**src/rtl/adc_sp_pkg.sv**
```systemverilog
package adc_sp_pkg;
  typedef enum logic [1:0] {
    ST_CONV  = 2'd0,
    ST_SLEEP = 2'd1,
    ST_XFER  = 2'd2
  } port_state_e;
endpackage

```
**src/rtl/adc_sp_sync.sv**
```systemverilog
module adc_sp_sync #(
  parameter int           W       = 1,
  parameter int           STAGES  = 2,
  parameter logic [W-1:0] RST_VAL = '0
) (
  input  logic         clk,
  input  logic         rst_n,
  input  logic [W-1:0] d,
  output logic [W-1:0] q
);
  for (genvar b = 0; b < W; b++) begin : g_bit
    logic [STAGES-1:0] chain_q;
    always_ff @(posedge clk or negedge rst_n) begin
      if (!rst_n) chain_q <= {STAGES{RST_VAL[b]}};
      else        chain_q <= {chain_q[STAGES-2:0], d[b]};
    end
    assign q[b] = chain_q[STAGES-1];
  end
endmodule

```
**src/rtl/adc_sp_timer.sv**
```systemverilog
module adc_sp_timer #(
  parameter int CNT_W = 16
) (
  input  logic             clk,
  input  logic             rst_n,
  input  logic             start,
  input  logic [CNT_W-1:0] cycles,
  output logic             busy,
  output logic             done
);
  logic [CNT_W-1:0] cnt_q, cnt_d;
  logic             busy_q, busy_d;
  logic             done_q, done_d;

  always_comb begin
    cnt_d  = cnt_q;
    busy_d = busy_q;
    done_d = 1'b0;
    if (start) begin
      cnt_d  = (cycles == '0) ? CNT_W'(1) : cycles;
      busy_d = 1'b1;
    end else if (busy_q) begin
      cnt_d = cnt_q - CNT_W'(1);
      if (cnt_q == CNT_W'(1)) begin
        busy_d = 1'b0;
        done_d = 1'b1;
      end
    end
  end

  always_ff @(posedge clk or negedge rst_n) begin
    if (!rst_n) begin
      cnt_q  <= '0;
      busy_q <= 1'b0;
      done_q <= 1'b0;
    end else begin
      cnt_q  <= cnt_d;
      busy_q <= busy_d;
      done_q <= done_d;
    end
  end

  assign busy = busy_q;
  assign done = done_q;
endmodule

```
**src/rtl/adc_serial_port.sv**
```systemverilog
module adc_serial_port
  import adc_sp_pkg::*;
#(
  parameter int FRAME_W     = 32,
  parameter int CFG_W       = 8,
  parameter int CNT_W       = 16,
  parameter int SYNC_STAGES = 2
) (
  input  logic               clk,
  input  logic               rst_n,
  input  logic               cs_n,
  input  logic               sck,
  input  logic               sdi,
  input  logic [CNT_W-1:0]   conv_cycles,
  input  logic [FRAME_W-2:0] result_i,
  output logic               sdo,
  output logic               sdo_oe,
  output logic [CFG_W-1:0]   cfg_o
);
  localparam int RES_W = FRAME_W - 1;
  localparam int BIT_W = $clog2(FRAME_W + 1);

  logic cs_q, sck_q, sdi_q;
  logic cs_prev_q, sck_prev_q;

  adc_sp_sync #(.W(3), .STAGES(SYNC_STAGES), .RST_VAL(3'b100)) u_sync (
    .clk   (clk),
    .rst_n (rst_n),
    .d     ({cs_n, sck, sdi}),
    .q     ({cs_q, sck_q, sdi_q})
  );

  always_ff @(posedge clk or negedge rst_n) begin
    if (!rst_n) begin
      cs_prev_q  <= 1'b1;
      sck_prev_q <= 1'b0;
    end else begin
      cs_prev_q  <= cs_q;
      sck_prev_q <= sck_q;
    end
  end

  logic cs_fall, cs_rise, sck_rise, sck_fall;
  assign cs_fall  = cs_prev_q & ~cs_q;
  assign cs_rise  = ~cs_prev_q & cs_q;
  assign sck_rise = ~sck_prev_q & sck_q;
  assign sck_fall = sck_prev_q & ~sck_q;

  port_state_e        state_q, state_d;
  logic               sel_q, sel_d;
  logic [FRAME_W-1:0] shreg_q, shreg_d;
  logic [RES_W-1:0]   hold_q, hold_d;
  logic [BIT_W-1:0]   rise_cnt_q, rise_cnt_d;
  logic [BIT_W-1:0]   fall_cnt_q, fall_cnt_d;
  logic [CFG_W-1:0]   cfg_sh_q, cfg_sh_d;
  logic [CFG_W-1:0]   cfg_q, cfg_d;
  logic               start_q, start_d;
  logic               t_busy, t_done;
  logic               active;

  adc_sp_timer #(.CNT_W(CNT_W)) u_timer (
    .clk    (clk),
    .rst_n  (rst_n),
    .start  (start_q),
    .cycles (conv_cycles),
    .busy   (t_busy),
    .done   (t_done)
  );

  assign active = sel_q & ~cs_q;

  always_comb begin
    state_d    = state_q;
    sel_d      = sel_q;
    shreg_d    = shreg_q;
    hold_d     = hold_q;
    rise_cnt_d = rise_cnt_q;
    fall_cnt_d = fall_cnt_q;
    cfg_sh_d   = cfg_sh_q;
    cfg_d      = cfg_q;
    start_d    = 1'b0;

    if (cs_fall)      sel_d = ~sck_q;
    else if (cs_rise) sel_d = 1'b0;

    unique case (state_q)
      ST_CONV: begin
        if (t_done) begin
          state_d = ST_SLEEP;
          hold_d  = result_i;
          shreg_d = {1'b0, result_i};
        end
      end
      ST_SLEEP: begin
        if (active && sck_rise) begin
          state_d    = ST_XFER;
          rise_cnt_d = BIT_W'(1);
          fall_cnt_d = '0;
          cfg_sh_d   = {{(CFG_W-1){1'b0}}, sdi_q};
        end
      end
      ST_XFER: begin
        if (!active) begin
          state_d    = ST_SLEEP;
          shreg_d    = {1'b0, hold_q};
          rise_cnt_d = '0;
          fall_cnt_d = '0;
        end else begin
          if (sck_rise) begin
            rise_cnt_d = rise_cnt_q + BIT_W'(1);
            if (rise_cnt_q < BIT_W'(CFG_W)) cfg_sh_d = {cfg_sh_q[CFG_W-2:0], sdi_q};
          end
          if (sck_fall) begin
            if (fall_cnt_q == BIT_W'(FRAME_W - 1)) begin
              state_d    = ST_CONV;
              start_d    = ~t_busy;
              cfg_d      = cfg_sh_q;
              rise_cnt_d = '0;
              fall_cnt_d = '0;
            end else begin
              shreg_d    = {shreg_q[FRAME_W-2:0], 1'b0};
              fall_cnt_d = fall_cnt_q + BIT_W'(1);
            end
          end
        end
      end
      default: state_d = ST_CONV;
    endcase
  end

  always_ff @(posedge clk or negedge rst_n) begin
    if (!rst_n) begin
      state_q    <= ST_CONV;
      sel_q      <= 1'b0;
      shreg_q    <= '0;
      hold_q     <= '0;
      rise_cnt_q <= '0;
      fall_cnt_q <= '0;
      cfg_sh_q   <= '0;
      cfg_q      <= '0;
      start_q    <= 1'b1;
    end else begin
      state_q    <= state_d;
      sel_q      <= sel_d;
      shreg_q    <= shreg_d;
      hold_q     <= hold_d;
      rise_cnt_q <= rise_cnt_d;
      fall_cnt_q <= fall_cnt_d;
      cfg_sh_q   <= cfg_sh_d;
      cfg_q      <= cfg_d;
      start_q    <= start_d;
    end
  end

  assign sdo    = (state_q == ST_CONV) ? 1'b1 : shreg_q[FRAME_W-1];
  assign sdo_oe = sel_q;
  assign cfg_o  = cfg_q;
endmodule

```
**config.mk**
```make
export PLATFORM = sky130hd
export DESIGN_NAME = adc_serial_port
export DESIGN_NICKNAME = d
export VERILOG_FILES = /design/src/rtl/adc_sp_pkg.sv /design/src/rtl/adc_sp_sync.sv /design/src/rtl/adc_sp_timer.sv /design/src/rtl/adc_serial_port.sv
export SDC_FILE = /design/constraint.sdc
export NUM_CORES = 1
export LEC_CHECK = 0
export BUFFER_PORTS_ARGS = -buffer_cell sky130_fd_sc_hd__buf_2
export CAP_MARGIN = 10
export CORE_AREA = 2 2 118 97
export DETAILED_ROUTE_END_ITERATION = 8
export DIE_AREA = 0 0 120 99
export PLACE_DENSITY = 0.71
export REMOVE_ABC_BUFFERS = 1
export SLEW_MARGIN = 20
export SYNTH_ARGS = -nofsm -noshare
export SYNTH_HDL_FRONTEND = slang
export SYNTH_SLANG_ARGS = --single-unit
```
**constraint.sdc**
```tcl
create_clock -name clk -period 2.11 [get_ports clk]
set_clock_uncertainty 0.15 [all_clocks]
set_input_delay 0.211 -clock clk [delete_from_list [all_inputs] [get_ports clk]]
set_output_delay 0.211 -clock clk [all_outputs]
set_load 0.02 [all_outputs]
```
==> flow_summary.json <==
{
  "outcome": "finished clean",
  "cts_setup_buffers": 0,
  "htreeDepth": 4,
  "layout_min_cycle_time_ns": 2.01,
  "path_delay_family": "simple AND/OR/NAND/NOR gates",
  "area_growth_pct": 29.9,
  "ys.flop_type": "dfrtp_1",
  "crit_slowest_cell": "or4_1",
  "initial_utilization": 0.539,
  "ys_seq_elements": 121,
  "drt-total-wl_um": 13500,
  "fin_crit_sh": 0.955,
  "cts_max_path_buffers": 2,
  "synth_common_cells": "157 x nand2_1, 117 x dfrtp_1, 39 x a21oi_1",
  "ys_top_cells_by_area": "dfrtp_1 51%, nand2_1 10%, a221o_1 5.4%",
  "ys_warn_count": 0,
  "fp.coreArea_mm2": 0.0107,
  "layout-drive-gt1-share": 0.206,
  "critPathLaunch": "fall_cnt_q[0]",
  "placed_cells": 780,
  "gp_congestion": 0.798,
  "synth_area_per_cell_um2": 9.81,
  "cpPeakStageDelay_ns": 0.52,
  "grt_pass1_vias": 4940,
  "synthesis.area_mm2": 0.00576,
  "worstSetupPathType": "reg2reg",
  "antennaDiodeCount": 0,
  "ant_nets": 0,
  "synth_most_common_cell": "nand2_1",
  "finalHoldViolCount": 0,
  "timing.hold.ws_ns": 0.0551,
  "fmax_mhz": 496,
  "hold_class": "in2async",
  "power_per_cell_area_mw_per_mm2": 749,
  "crit_fanout": 9,
  "netlist_instances": 587,
  "cts_buffers": 17,
  "crit_buf_inv": 1,
  "grt_max_degree": 63,
  "yosysTopAreaCell": "dfrtp_1",
  "slew_headroom": 0.572,
  "grt_overflow": 0,
  "post_drt_wl_per_cell_um": 15.6,
  "root_buffer": "clkbuf_16",
  "synth.yosys.seq_area_share": 0.527,
  "via_per_inst": 5.66,
  "die_w_um": 120,
  "io_buffer_count": 61,
  "drt_iter0_drc": 386,
  "grt_pass1_wl_um": 23200,
  "arrival_ns": 2.15,
  "cp-end-kind": "register",
  "vias": 4888,
  "ir_drop_mv": 0.548,
  "finalSetupViolCount": 0,
  "clk_latency_ns": 0.40,
  "critical_path.cell_chain": "ha_1 -> nand3_1 -> or4_1 -> buf_4 -> mux2_4",
  "drc_errors": 0,
  "synth_edf_count": 0,
  "cts_tree": "yes",
  "startpoint_type": "register",
  "die-area_mm2": 0.0119,
  "dr.pass1.iters": 5,
  "ios": 62,
  "worstMarginPinSlew_ns": 0.642,
  "async_flop_share": 1.00,
  "power_mw": 5.60,
  "clock-sinks": 121,
  "rsz0062_at_grt": "false",
  "yosysTopAreaCellShare": 0.509,
  "dpl_cell_area_mm2": 0.00633,
  "clk_pin_slew_worst_paths_ns": 0.06,
  "leakagePower_nw": 3.58,
  "required_ns": 2.24,
  "drv_cap": 0,
  "fin_nets": 763,
  "fin_cells": 863,
  "drv_slew": 0,
  "antenna_found_initial": 0,
  "design_area_mm2": 0.00748,
  "dpl.hpwl_um": 8200,
  "yosysUniqueCellTypes": 56,
  "grt_usage": 0.244,
  "placementRows": 34,
  "fin_util": 0.700,
  "die_height_um": 99,
  "reg2reg_from": "fall_cnt_q[0]"
}
[per-stage QoR]
stage | setup WS [ns] | TNS [ns]
global placement | 0.0713 | 0
floorplan | -2.87 | -164.41
CTS | 0.0428 | 0
detailed placement | 0.00910 | 0
finish | 0.0956 | 0
global route | 0.0146 | 0
[power breakdown]
part           leakage (nW)  total (mW)  switching [mW]  internal, mW
logic                  1.86       0.259           0.127         0.132
registers              1.42        2.34         0.00656          2.34
clock network         0.297        3.00            1.03          1.98
[layer usage]
layer  routed length (µm)  GRT usage  part of all wire  up-vias
met5                    0          0                 0        -
met2                 6510      0.403              0.48      152
met4                  184     0.0842             0.014        0
met3                  630     0.0509             0.047       19
li1                     -          -                 -     2326
met1                 6170      0.323              0.46     2391
[registers in the layout, summed over array words and instances, names as in the netlist]
register              cells
rise_cnt_q                6
fall_cnt_q                6
cfg_sh_q                  8
u_timer.busy              1
sck_prev_q                1
sdo_oe                    1
cs_prev_q                 1
shreg_q                  32
start_q                   1
hold_q                   31
u_timer.done              1
state_q                   2
cfg_o                     8
u_timer.cnt_q            16
u_sync.g_bit.chain_q      6
[cell families after synthesis]
group,after synthesis,synth area share
AOI/OAI and AO/OA,145,0.180
xor gates and xnor gates,12,0.0183
adders and majority gates,5,0.0109
buffers and inverters,55,0.0393
DFF,121,0.527
muxes,20,0.0424
and+or+nand+nor,229,0.183
[path summary, 6_finish.rpt]
kind / cells after the start / slack [ns] / to
min: 2 / 0.06 / shreg_q[29]
min reg2reg: 0 / 0.21 / u_sync.g_bit[2].chain_q[1]
max reg2reg: 5 / 0.1 / cfg_o[6]
max in group asynchronous: 3 / 1.08 / hold_q[25]
max: 5 / 0.1 / cfg_o[6]
min in group clk: 0 / 0.21 / u_sync.g_bit[2].chain_q[1]
[area by class of cell]
class | count | area (µm²)
inverters | 14 | 52.6
clock buffers | 21 | 480
well taps | 144 | 180
flip-flops and latches | 121 | 3030
fillers | 803 | 3200
multi-input cells | 411 | 2530
repair buffers | 141 | 1060
clock inverters | 11 | 144
[timing repair]
item / 4_1_cts / 5_1_grt
hold buffers: 51 / 0
hold endpoints to repair: 198 / 0
endpoints found under the setup margin: 20 / 8
resized for setup: 1 / 1
[cells in the final DEF, fill, tap and decap left out, types with 6 or more instances in the layout]
cell	netlist	layout
nor4_1	7	7
dfrtp_1	117	116
buf_2	4	60
mux2i_1	9	9
inv_1	14	14
nor2_1	9	9
nand2b_1	7	7
a21oi_1	39	39
nor2b_1	6	6
nand2_1	157	157
nand3_1	7	7
dlygate4sd3_1	0	51
a221o_1	31	31
and3_1	7	7
nand4_1	6	6
mux2_4	8	8
o21ai_0	19	19
buf_4	0	28
o211ai_1	31	31
clkbuf_16	0	17
xor2_1	9	9
(Power assumes the default switching activity.)
